<file path="config.mk">
export PLATFORM = sky130hd
export DESIGN_NAME = bank_data_mem_decoder
export DESIGN_NICKNAME = d
export VERILOG_FILES = /design/src/rtl/bank_mem_pkg.sv /design/src/rtl/bank_addr_decode.sv /design/src/rtl/bank_ram_store.sv /design/src/rtl/bank_data_mem_decoder.sv
export SDC_FILE = /design/constraint.sdc
export NUM_CORES = 1
export LEC_CHECK = 0
export BUFFER_PORTS_ARGS = -buffer_cell sky130_fd_sc_hd__buf_2
export CORE_MARGIN = 1.5
export CORE_UTILIZATION = 58
export DETAILED_ROUTE_END_ITERATION = 8
export GPL_TIMING_DRIVEN = 0
export PLACE_DENSITY = 0.75
export SKIP_LAST_GASP = 1
export SYNTH_ARGS = -nofsm -noshare
export SYNTH_HDL_FRONTEND = slang
export SYNTH_HIERARCHICAL = 1
export SYNTH_SLANG_ARGS = --single-unit
</file>
<file path="constraint.sdc">
create_clock -name clk -period 3.6 [get_ports clk]
set_input_delay 0.36 -clock clk [delete_from_list [all_inputs] [get_ports clk]]
set_output_delay 0.36 -clock clk [all_outputs]
set_load 0.02 [all_outputs]
</file>
<file path="src/rtl/bank_mem_pkg.sv">
`timescale 1ns/1ps
package bank_mem_pkg;
    localparam int ADDR_W    = 7;
    localparam int BANK_W    = 2;
    localparam int DATA_W    = 8;
    localparam int SFR_SPAN  = 32;
    localparam int GPR_BASE  = 'h40;
    localparam int GPR_N     = 48;
    localparam int COM_BASE  = 'h70;
    localparam int COM_N     = 16;
    localparam int GPR_BANK  = 0;

    typedef enum logic [1:0] {
        RGN_SFR    = 2'd0,
        RGN_GPR    = 2'd1,
        RGN_COMMON = 2'd2,
        RGN_NONE   = 2'd3
    } region_e;
endpackage

</file>
<file path="src/rtl/bank_addr_decode.sv">
`timescale 1ns/1ps
module bank_addr_decode
    import bank_mem_pkg::*;
#(
    parameter int AW = ADDR_W,
    parameter int BW = BANK_W,
    localparam int SFR_AW = $clog2(SFR_SPAN),
    localparam int GPR_IW = $clog2(GPR_N),
    localparam int COM_IW = $clog2(COM_N)
) (
    input  logic [AW-1:0]    dir_addr,
    input  logic [BW-1:0]    dir_bank,
    input  logic             ind_sel,
    input  logic [AW+BW-1:0] ind_ptr,
    output region_e          region,
    output logic [BW-1:0]    eff_bank,
    output logic [SFR_AW-1:0] sfr_off,
    output logic [GPR_IW-1:0] gpr_idx,
    output logic [COM_IW-1:0] com_idx
);
    localparam logic [AW-1:0] SFR_END_A = AW'(SFR_SPAN - 1);
    localparam logic [AW-1:0] GPR_LO_A  = AW'(GPR_BASE);
    localparam logic [AW-1:0] GPR_HI_A  = AW'(GPR_BASE + GPR_N - 1);
    localparam logic [AW-1:0] COM_LO_A  = AW'(COM_BASE);
    localparam logic [AW-1:0] COM_HI_A  = AW'(COM_BASE + COM_N - 1);
    localparam logic [BW-1:0] GPR_BK_B  = BW'(GPR_BANK);

    logic [AW-1:0] eff_addr;

    // Source select: pointer fields or instruction fields
    always_comb begin
        if (ind_sel) begin
            eff_addr = ind_ptr[AW-1:0];
            eff_bank = ind_ptr[AW+BW-1:AW];
        end else begin
            eff_addr = dir_addr;
            eff_bank = dir_bank;
        end
    end

    // Region classification
    always_comb begin
        region = RGN_NONE;
        if (eff_addr <= SFR_END_A)
            region = RGN_SFR;
        else if (eff_addr >= COM_LO_A && eff_addr <= COM_HI_A)
            region = RGN_COMMON;
        else if (eff_addr >= GPR_LO_A && eff_addr <= GPR_HI_A && eff_bank == GPR_BK_B)
            region = RGN_GPR;
    end

    always_comb begin
        sfr_off = SFR_AW'(eff_addr);
        gpr_idx = GPR_IW'(eff_addr - GPR_LO_A);
        com_idx = COM_IW'(eff_addr - COM_LO_A);
    end
endmodule

</file>
<file path="src/rtl/bank_ram_store.sv">
`timescale 1ns/1ps
module bank_ram_store
    import bank_mem_pkg::*;
#(
    parameter int DW = DATA_W,
    parameter int NG = GPR_N,
    parameter int NC = COM_N,
    localparam int GPR_IW = $clog2(NG),
    localparam int COM_IW = $clog2(NC)
) (
    input  logic              clk,
    input  logic              rst_n,
    input  logic              gpr_we,
    input  logic [GPR_IW-1:0] gpr_idx,
    input  logic              com_we,
    input  logic [COM_IW-1:0] com_idx,
    input  logic [DW-1:0]     wdata,
    output logic [DW-1:0]     gpr_q,
    output logic [DW-1:0]     com_q
);
    logic [NG-1:0][DW-1:0] gpr_mem;
    logic [NC-1:0][DW-1:0] com_mem;

    for (genvar g = 0; g < NG; g++) begin : g_gpr
        always_ff @(posedge clk or negedge rst_n) begin
            if (!rst_n)
                gpr_mem[g] <= '0;
            else if (gpr_we && gpr_idx == GPR_IW'(g))
                gpr_mem[g] <= wdata;
        end
    end

    for (genvar c = 0; c < NC; c++) begin : g_com
        always_ff @(posedge clk or negedge rst_n) begin
            if (!rst_n)
                com_mem[c] <= '0;
            else if (com_we && com_idx == COM_IW'(c))
                com_mem[c] <= wdata;
        end
    end

    always_comb begin
        gpr_q = (32'(gpr_idx) < NG) ? gpr_mem[gpr_idx] : '0;
        com_q = com_mem[com_idx];
    end


    gpr_hold_chk: assert property (@(posedge clk) disable iff (!rst_n)
        !gpr_we |=> $stable(gpr_mem));


    com_hold_chk: assert property (@(posedge clk) disable iff (!rst_n)
        !com_we |=> $stable(com_mem));
endmodule

</file>
<file path="src/rtl/bank_data_mem_decoder.sv">
`timescale 1ns/1ps
module bank_data_mem_decoder
    import bank_mem_pkg::*;
#(
    parameter int AW = ADDR_W,
    parameter int BW = BANK_W,
    parameter int DW = DATA_W,
    localparam int SFR_AW = $clog2(SFR_SPAN),
    localparam int GPR_IW = $clog2(GPR_N),
    localparam int COM_IW = $clog2(COM_N)
) (
    input  logic             clk,
    input  logic             rst_n,
    input  logic [AW-1:0]    dir_addr,
    input  logic [BW-1:0]    dir_bank,
    input  logic             ind_sel,
    input  logic [AW+BW-1:0] ind_ptr,
    input  logic             rd_en,
    input  logic             wr_en,
    input  logic [DW-1:0]    wr_data,
    output logic [DW-1:0]    rd_data,
    input  logic [DW-1:0]    sfr_rdata,
    output logic             sfr_sel,
    output logic [BW-1:0]    sfr_bank,
    output logic [SFR_AW-1:0] sfr_addr,
    output logic             sfr_rd,
    output logic             sfr_wr,
    output logic [DW-1:0]    sfr_wdata
);
    region_e           region;
    logic [BW-1:0]     eff_bank;
    logic [SFR_AW-1:0] sfr_off;
    logic [GPR_IW-1:0] gpr_idx;
    logic [COM_IW-1:0] com_idx;
    logic              gpr_we, com_we;
    logic [DW-1:0]     gpr_q, com_q;

    bank_addr_decode #(.AW(AW), .BW(BW)) u_decode (
        .dir_addr (dir_addr),
        .dir_bank (dir_bank),
        .ind_sel  (ind_sel),
        .ind_ptr  (ind_ptr),
        .region   (region),
        .eff_bank (eff_bank),
        .sfr_off  (sfr_off),
        .gpr_idx  (gpr_idx),
        .com_idx  (com_idx)
    );

    always_comb begin
        gpr_we = wr_en && (region == RGN_GPR);
        com_we = wr_en && (region == RGN_COMMON);
    end

    bank_ram_store #(.DW(DW), .NG(GPR_N), .NC(COM_N)) u_store (
        .clk     (clk),
        .rst_n   (rst_n),
        .gpr_we  (gpr_we),
        .gpr_idx (gpr_idx),
        .com_we  (com_we),
        .com_idx (com_idx),
        .wdata   (wr_data),
        .gpr_q   (gpr_q),
        .com_q   (com_q)
    );

    // Register-block interface
    always_comb begin
        sfr_sel   = (region == RGN_SFR);
        sfr_bank  = eff_bank;
        sfr_addr  = sfr_off;
        sfr_rd    = sfr_sel && rd_en;
        sfr_wr    = sfr_sel && wr_en;
        sfr_wdata = wr_data;
    end

    // Read return mux
    always_comb begin
        rd_data = '0;
        if (rd_en) begin
            unique case (region)
                RGN_SFR:    rd_data = sfr_rdata;
                RGN_GPR:    rd_data = gpr_q;
                RGN_COMMON: rd_data = com_q;
                RGN_NONE:   rd_data = '0;
            endcase
        end
    end


    common_mirror_chk: assert property (@(posedge clk) disable iff (!rst_n)
        (rd_en && region == RGN_COMMON && $past(rst_n) && $past(com_we)
         && $past(com_idx) == com_idx) |-> rd_data == $past(wr_data));


    unimpl_zero_chk: assert property (@(posedge clk) disable iff (!rst_n)
        (rd_en && region == RGN_NONE) |-> rd_data == '0);


    idle_read_chk: assert property (@(posedge clk) disable iff (!rst_n)
        !rd_en |-> (rd_data == '0 && !sfr_rd));


    single_target_chk: assert property (@(posedge clk) disable iff (!rst_n)
        $onehot0({gpr_we, com_we, sfr_wr}));
endmodule

</file>
### Yosys cells after proc, flatten, opt, wreduce, memory -nomap -nowiden

Index checks and enable logic that the tools add are counted.

* flip-flop bits (word level): 512
* input bits: 39
* word-level logic and storage cells: 226

* add/subtract/negate cells: 2
* order comparisons: 8
* eq/ne operators: 65
* muxes and demuxes: 12
* reductions and logical operators: 75

Operators by type and width (count)
* 6-bit by 5-bit == test with 1-bit output, second input constant: 16
* 6-bit == test, second input constant: 16
* 1-bit logical AND: 71
* 8-bit binary-select mux with 6-bit select: 1
* 6-bit by 4-bit == test with 1-bit output, second input constant: 8
* 8-bit binary-select mux with 4-bit select: 1
* 4-bit == test, second input constant: 8
* 8-bit two-way mux: 4
* 8-bit one-hot mux with 4 select lines: 1
* 6-bit by 3-bit == test with 1-bit output, second input constant: 4
* 4-bit by 3-bit == test with 1-bit output, second input constant: 4
* 7-bit greater-or-equal comparator, second input constant: 2
* 7-bit <= comparator, second input constant: 2
* 6-bit by 2-bit == test with 1-bit output, second input constant: 2
* 4-bit by 2-bit == test with 1-bit output, second input constant: 2
* 2-bit two-way mux: 4
* 7-bit by 5-bit <= comparator with 1-bit output, second input constant: 1
* 6-bit by 7-bit < comparator with 1-bit output, second input constant: 1
* 7-bit two-way mux: 1
* 6-bit by 1-bit == test with 1-bit output, second input constant: 1
* 6-bit zero test: 1
* 6-bit < comparator, second input constant: 1
* 6-bit by 1-bit subtractor with 6-bit output, second input constant: 1
* 4-bit by 5-bit < comparator with 1-bit output, second input constant: 1
* other kinds (6): 8

### Longest topological paths before layout

* word-level depth: 10
* depth in mapped cells: 14
* gate-level depth less buffers: 9

### Cells and area by module

The synthesis kept the hierarchy.

By module, submodules not included
* bank_ram_store: times used 1, cells an instance 1482, area an instance 23656.4 um^2, seq. area each 12812.3 um^2
* bank_data_mem_decoder: times used 1, cells an instance 50, area an instance 357.8 um^2, seq. area each 0.0 um^2
* bank_addr_decode: times used 1, cells an instance 27, area an instance 224.0 um^2, seq. area each 0.0 um^2

### Worst setup path before layout

No wires, ideal clock.

* kind: input port to output port
* from: in ind_sel
* to: out rd_data[0]
* arrival time: 2589 ps
* setup slack: 651 ps
* cell stages on the path: 9
* path buffers: 3
* cell sequence: buf_6 > mux2_2 > buf_4 > buf_2 > mux4_2 > mux4_2 > mux2i_1 > o21ai_1 > and2_1

RTL lines
* from (decl): RTL line bank_data_mem_decoder.sv:16 `input logic ind_sel,`
* 7-bit two-way mux: RTL line bank_addr_decode.sv:32 `if (ind_sel) begin`
* 4-bit by 1-bit subtractor with 4-bit output: RTL line bank_addr_decode.sv:55 `com_idx = COM_IW'(eff_addr - COM_LO_A);`
* named net com_idx[0]: RTL line bank_data_mem_decoder.sv:34 `logic [COM_IW-1:0] com_idx;`
* 8-bit binary-select mux with 4-bit select: RTL line bank_ram_store.sv:44 `com_q = com_mem[com_idx];`
* 8-bit two-way mux (implied by the code): RTL line bank_ram_store.sv:44
* named net com_q[0]: RTL line bank_data_mem_decoder.sv:36 `logic [DW-1:0] gpr_q, com_q;`
* 8-bit one-hot mux with 4 select lines: RTL line bank_data_mem_decoder.sv:81 `unique case (region)`
* 8-bit two-way mux: RTL line bank_data_mem_decoder.sv:80 `if (rd_en) begin`
* to (decl): RTL line bank_data_mem_decoder.sv:21 `output logic [DW-1:0] rd_data,`

The timed path passes the listed nets, and every way through them passes these cells. The select of a mux whose other input is x is not followed.

### Final worst setup path

* from: in ind_sel
* to: out rd_data[2]

RTL lines (RTL line)
* 7-bit two-way mux: bank_addr_decode.sv:32
* 4-bit by 1-bit subtractor with 4-bit output: bank_addr_decode.sv:55
* named net com_idx[1]: bank_data_mem_decoder.sv:34
* 8-bit binary-select mux with 4-bit select: bank_ram_store.sv:44
* 8-bit two-way mux (implied by the code): bank_ram_store.sv:44
* 8-bit one-hot mux with 4 select lines: bank_data_mem_decoder.sv:81
* 8-bit two-way mux: bank_data_mem_decoder.sv:80

The timed path passes the listed nets, and every way through them passes these cells. The select of a mux whose other input is x is not followed.

==> results.sh <==
export IMPL_status="finished clean"
export IMPL_yosys_area_top_type_share_pct=52.86
export IMPL_drc=0
export IMPL_rsz0062_at_grt="yes"
export IMPL_grt_total_usage_pct=32.25
export IMPL_report_power_total_mw=13.95
export IMPL_clk_pin_slew_ns=0.06
export IMPL_cts_root_buffer="clkbuf_16"
export IMPL_critical_path_class="in2out"
export IMPL_yosys_most_used_dff="dfrtp_1"
export IMPL_dp_cells=2152
export IMPL_holdWs_ns=0.3562
export IMPL_dr_total_vias=14860
export IMPL_fin_skew_ns=0
export IMPL_min_period_ns=3.586
export IMPL_cts_buffers_inserted=51
export IMPL_routed_wl_um=68170
export IMPL_clock_path_buffers=3
export IMPL_grt_pass1_wl_um=101500
export IMPL_avgSynthCellArea_um2=15.55
export IMPL_final_layout_size_suffix_gt1_share_pct=54.74
export IMPL_critPathArrivalTime_ns=3.23
export IMPL_tightest_slew_ns=1.284
export IMPL_layout_cells_non_filler=2251
export IMPL_fin_ws_ns=0.01357
export IMPL_required_ns=3.24
export IMPL_finalHoldViolCount=0
export IMPL_die_w_um=207.4
export IMPL_hpwl_um=46540
export IMPL_cp_max_fo=10
export IMPL_powerDensity_mw_per_mm2=508.8
export IMPL_layout_commonest_cell="mux2_2"
export IMPL_synth_fp_nets=1598
export IMPL_synth_top_area_cell="dfrtp_1"
export IMPL_tns_ns=0
export IMPL_setup_violations=0
export IMPL_dieArea_mm2=0.04303
export IMPL_nNetsFinal=1723
export IMPL_initial_core_util_pct=59.09
export IMPL_coreArea_mm2=0.04102
export IMPL_dr_pass1_iters=5
export IMPL_final_cell_mix="mux2_2, dfrtp_1, mux4_2"
export IMPL_critPathCaptureType="output pin"
export IMPL_fmax_mhz=278.8
export IMPL_min_path_type="in2async"
export IMPL_area_growth_pct=13.07
export IMPL_rr_worst_depth=1
export IMPL_vias_per_cell=6.601
export IMPL_clk_latency_ns=0.60
export IMPL_ys_types=45
export IMPL_yosysSeqAreaShare_pct=52.86
export IMPL_htreeDepth=2
export IMPL_syn_inst=1559
export IMPL_grt_ovfl_total=0
export IMPL_yosys_warnings=6
export IMPL_maxCapViolCount=0
export IMPL_grt_pass1_vias=15470
export IMPL_cts_sinks=512
export IMPL_final_period_utilization_pct=99.62
export IMPL_timing_final_max_slew_violations=0
export IMPL_avgRoutedWirePerCell_um=30.28
export IMPL_first_iter_violations=1302
export IMPL_p_leak_nw=13.08
export IMPL_dpl_worst_slack_ns=-0.9381
export IMPL_fin_area_mm2=0.02741
export IMPL_synth_area_mm2=0.02424
export IMPL_die_y_um=207.4
export IMPL_ios=65
export IMPL_max_slew_margin_pct=14.42
export IMPL_peakVddDrop_mv=0.3837
export IMPL_gp_congestion=0.9524
export IMPL_diodes=0
export IMPL_io_buffers=56
export IMPL_synthArstFlopShare_pct=100.0
export IMPL_cts_tree="built"
export IMPL_antenna_found_initial=2
export IMPL_cp_start_kind="input port"
export IMPL_rows=74
export IMPL_ys_ff_latch=512
export IMPL_grt_max_degree=102
export IMPL_antenna_left=0
export IMPL_ys_top_cells_by_area="dfrtp_1, mux2_2, mux4_2, mux4_1, mux2i_1"
export IMPL_synth_edf_count=0
export IMPL_postPlaceCellArea_mm2=0.02533
export IMPL_utilization_pct=66.82
-- what timing repair did --
item                                    CTS  global route
endpoints found under the setup margin    8             8
gates resized for setup                  70            33
hold endpoints to repair                 78             0
hold buffers                              1             0
setup buffers                             2             6
cloned                                    0             2
pin swaps                                 7             7
-- layer usage --
| metal | GRT usage, % | vias to the layer above | wire, µm |
|---|---|---|---|
| met4 | 11.05 | 4 | 2434 |
| met1 | 46.68 | 8078 | 29070 |
| li1 | - | 6075 | - |
| met2 | 49.63 | 578 | 31630 |
| met5 | 0 | - | 22 |
| met3 | 5.915 | 124 | 5008 |
-- layout make-up --
cell class,count,area [µm²]
Fill cell,2893,13610
Sequential cell,512,12810
Multi-Input combinational cell,904,10800
Clock buffer,75,1476
Buffer,142,934.6
Tap cell,532,665.6
Timing Repair Buffer,72,563.0
Clock inverter,13,146.4
Inverter,1,3.754
-- synthesized netlist by cell type (9+ instances only) --
library cell  instances
o21ai_1              10
buf_2                28
nand3_2              16
nand2b_1              9
dfrtp_1             512
nor2_2                9
nand2_1              25
mux4_1               20
mux2_2              521
buf_4                27
and2_1               13
nand3_1              18
a21oi_1              12
clkbuf_1             66
nor2_1               18
a22oi_1              28
mux4_2              111
buf_1                 9
mux2i_1              31
nand3b_1             12
-- registers in the layout (all words and copies together) (netlist names) --
signal	cells
u_store/com_mem	128
u_store/gpr_mem	384
-- final timing paths --
path                                      start                    to  slack (ns)
max                                     ind_sel            rd_data[2]        0.01
min                                       rst_n  u_store/gpr_mem[257]        0.36
max reg2reg                 u_store/com_mem[99]   u_store/com_mem[99]        2.81
min reg2reg                u_store/gpr_mem[272]  u_store/gpr_mem[272]        0.50
max in group asynchronous                 rst_n   u_store/gpr_mem[45]        1.57
min in group clk                     wr_data[2]  u_store/gpr_mem[106]        0.42
-- worst max-delay path, cell delays in order --
cell	delay [ns]
buf_2	0.12
buf_12	0.14
mux2_4	0.25
buf_4	0.13
buf_4	0.20
buf_2	0.40
mux4_2	0.37
mux2i_1	0.36
o211ai_1	0.13
and3_1	0.26
nand3b_1	0.11
o21ai_1	0.07
and2_1	0.15
buf_2	0.16
-- kinds of logic (layout without fill, tap and decap cells) --
| group | after synthesis | count (layout) | synth area share, % |
|---|---|---|---|
| flops | 512 | 512 | 52.86 |
| simple gates | 152 | 152 | 3.964 |
| compound gates | 68 | 68 | 1.900 |
| buf+inv | 143 | 303 | 3.247 |
| mux | 684 | 684 | 38.03 |
-- where the power goes --
group          internal [mW]  switching (mW)
Combinational           1.04            1.04
Clock                   3.04            2.19
Sequential              6.34           0.302
(Power assumes the default switching activity.)
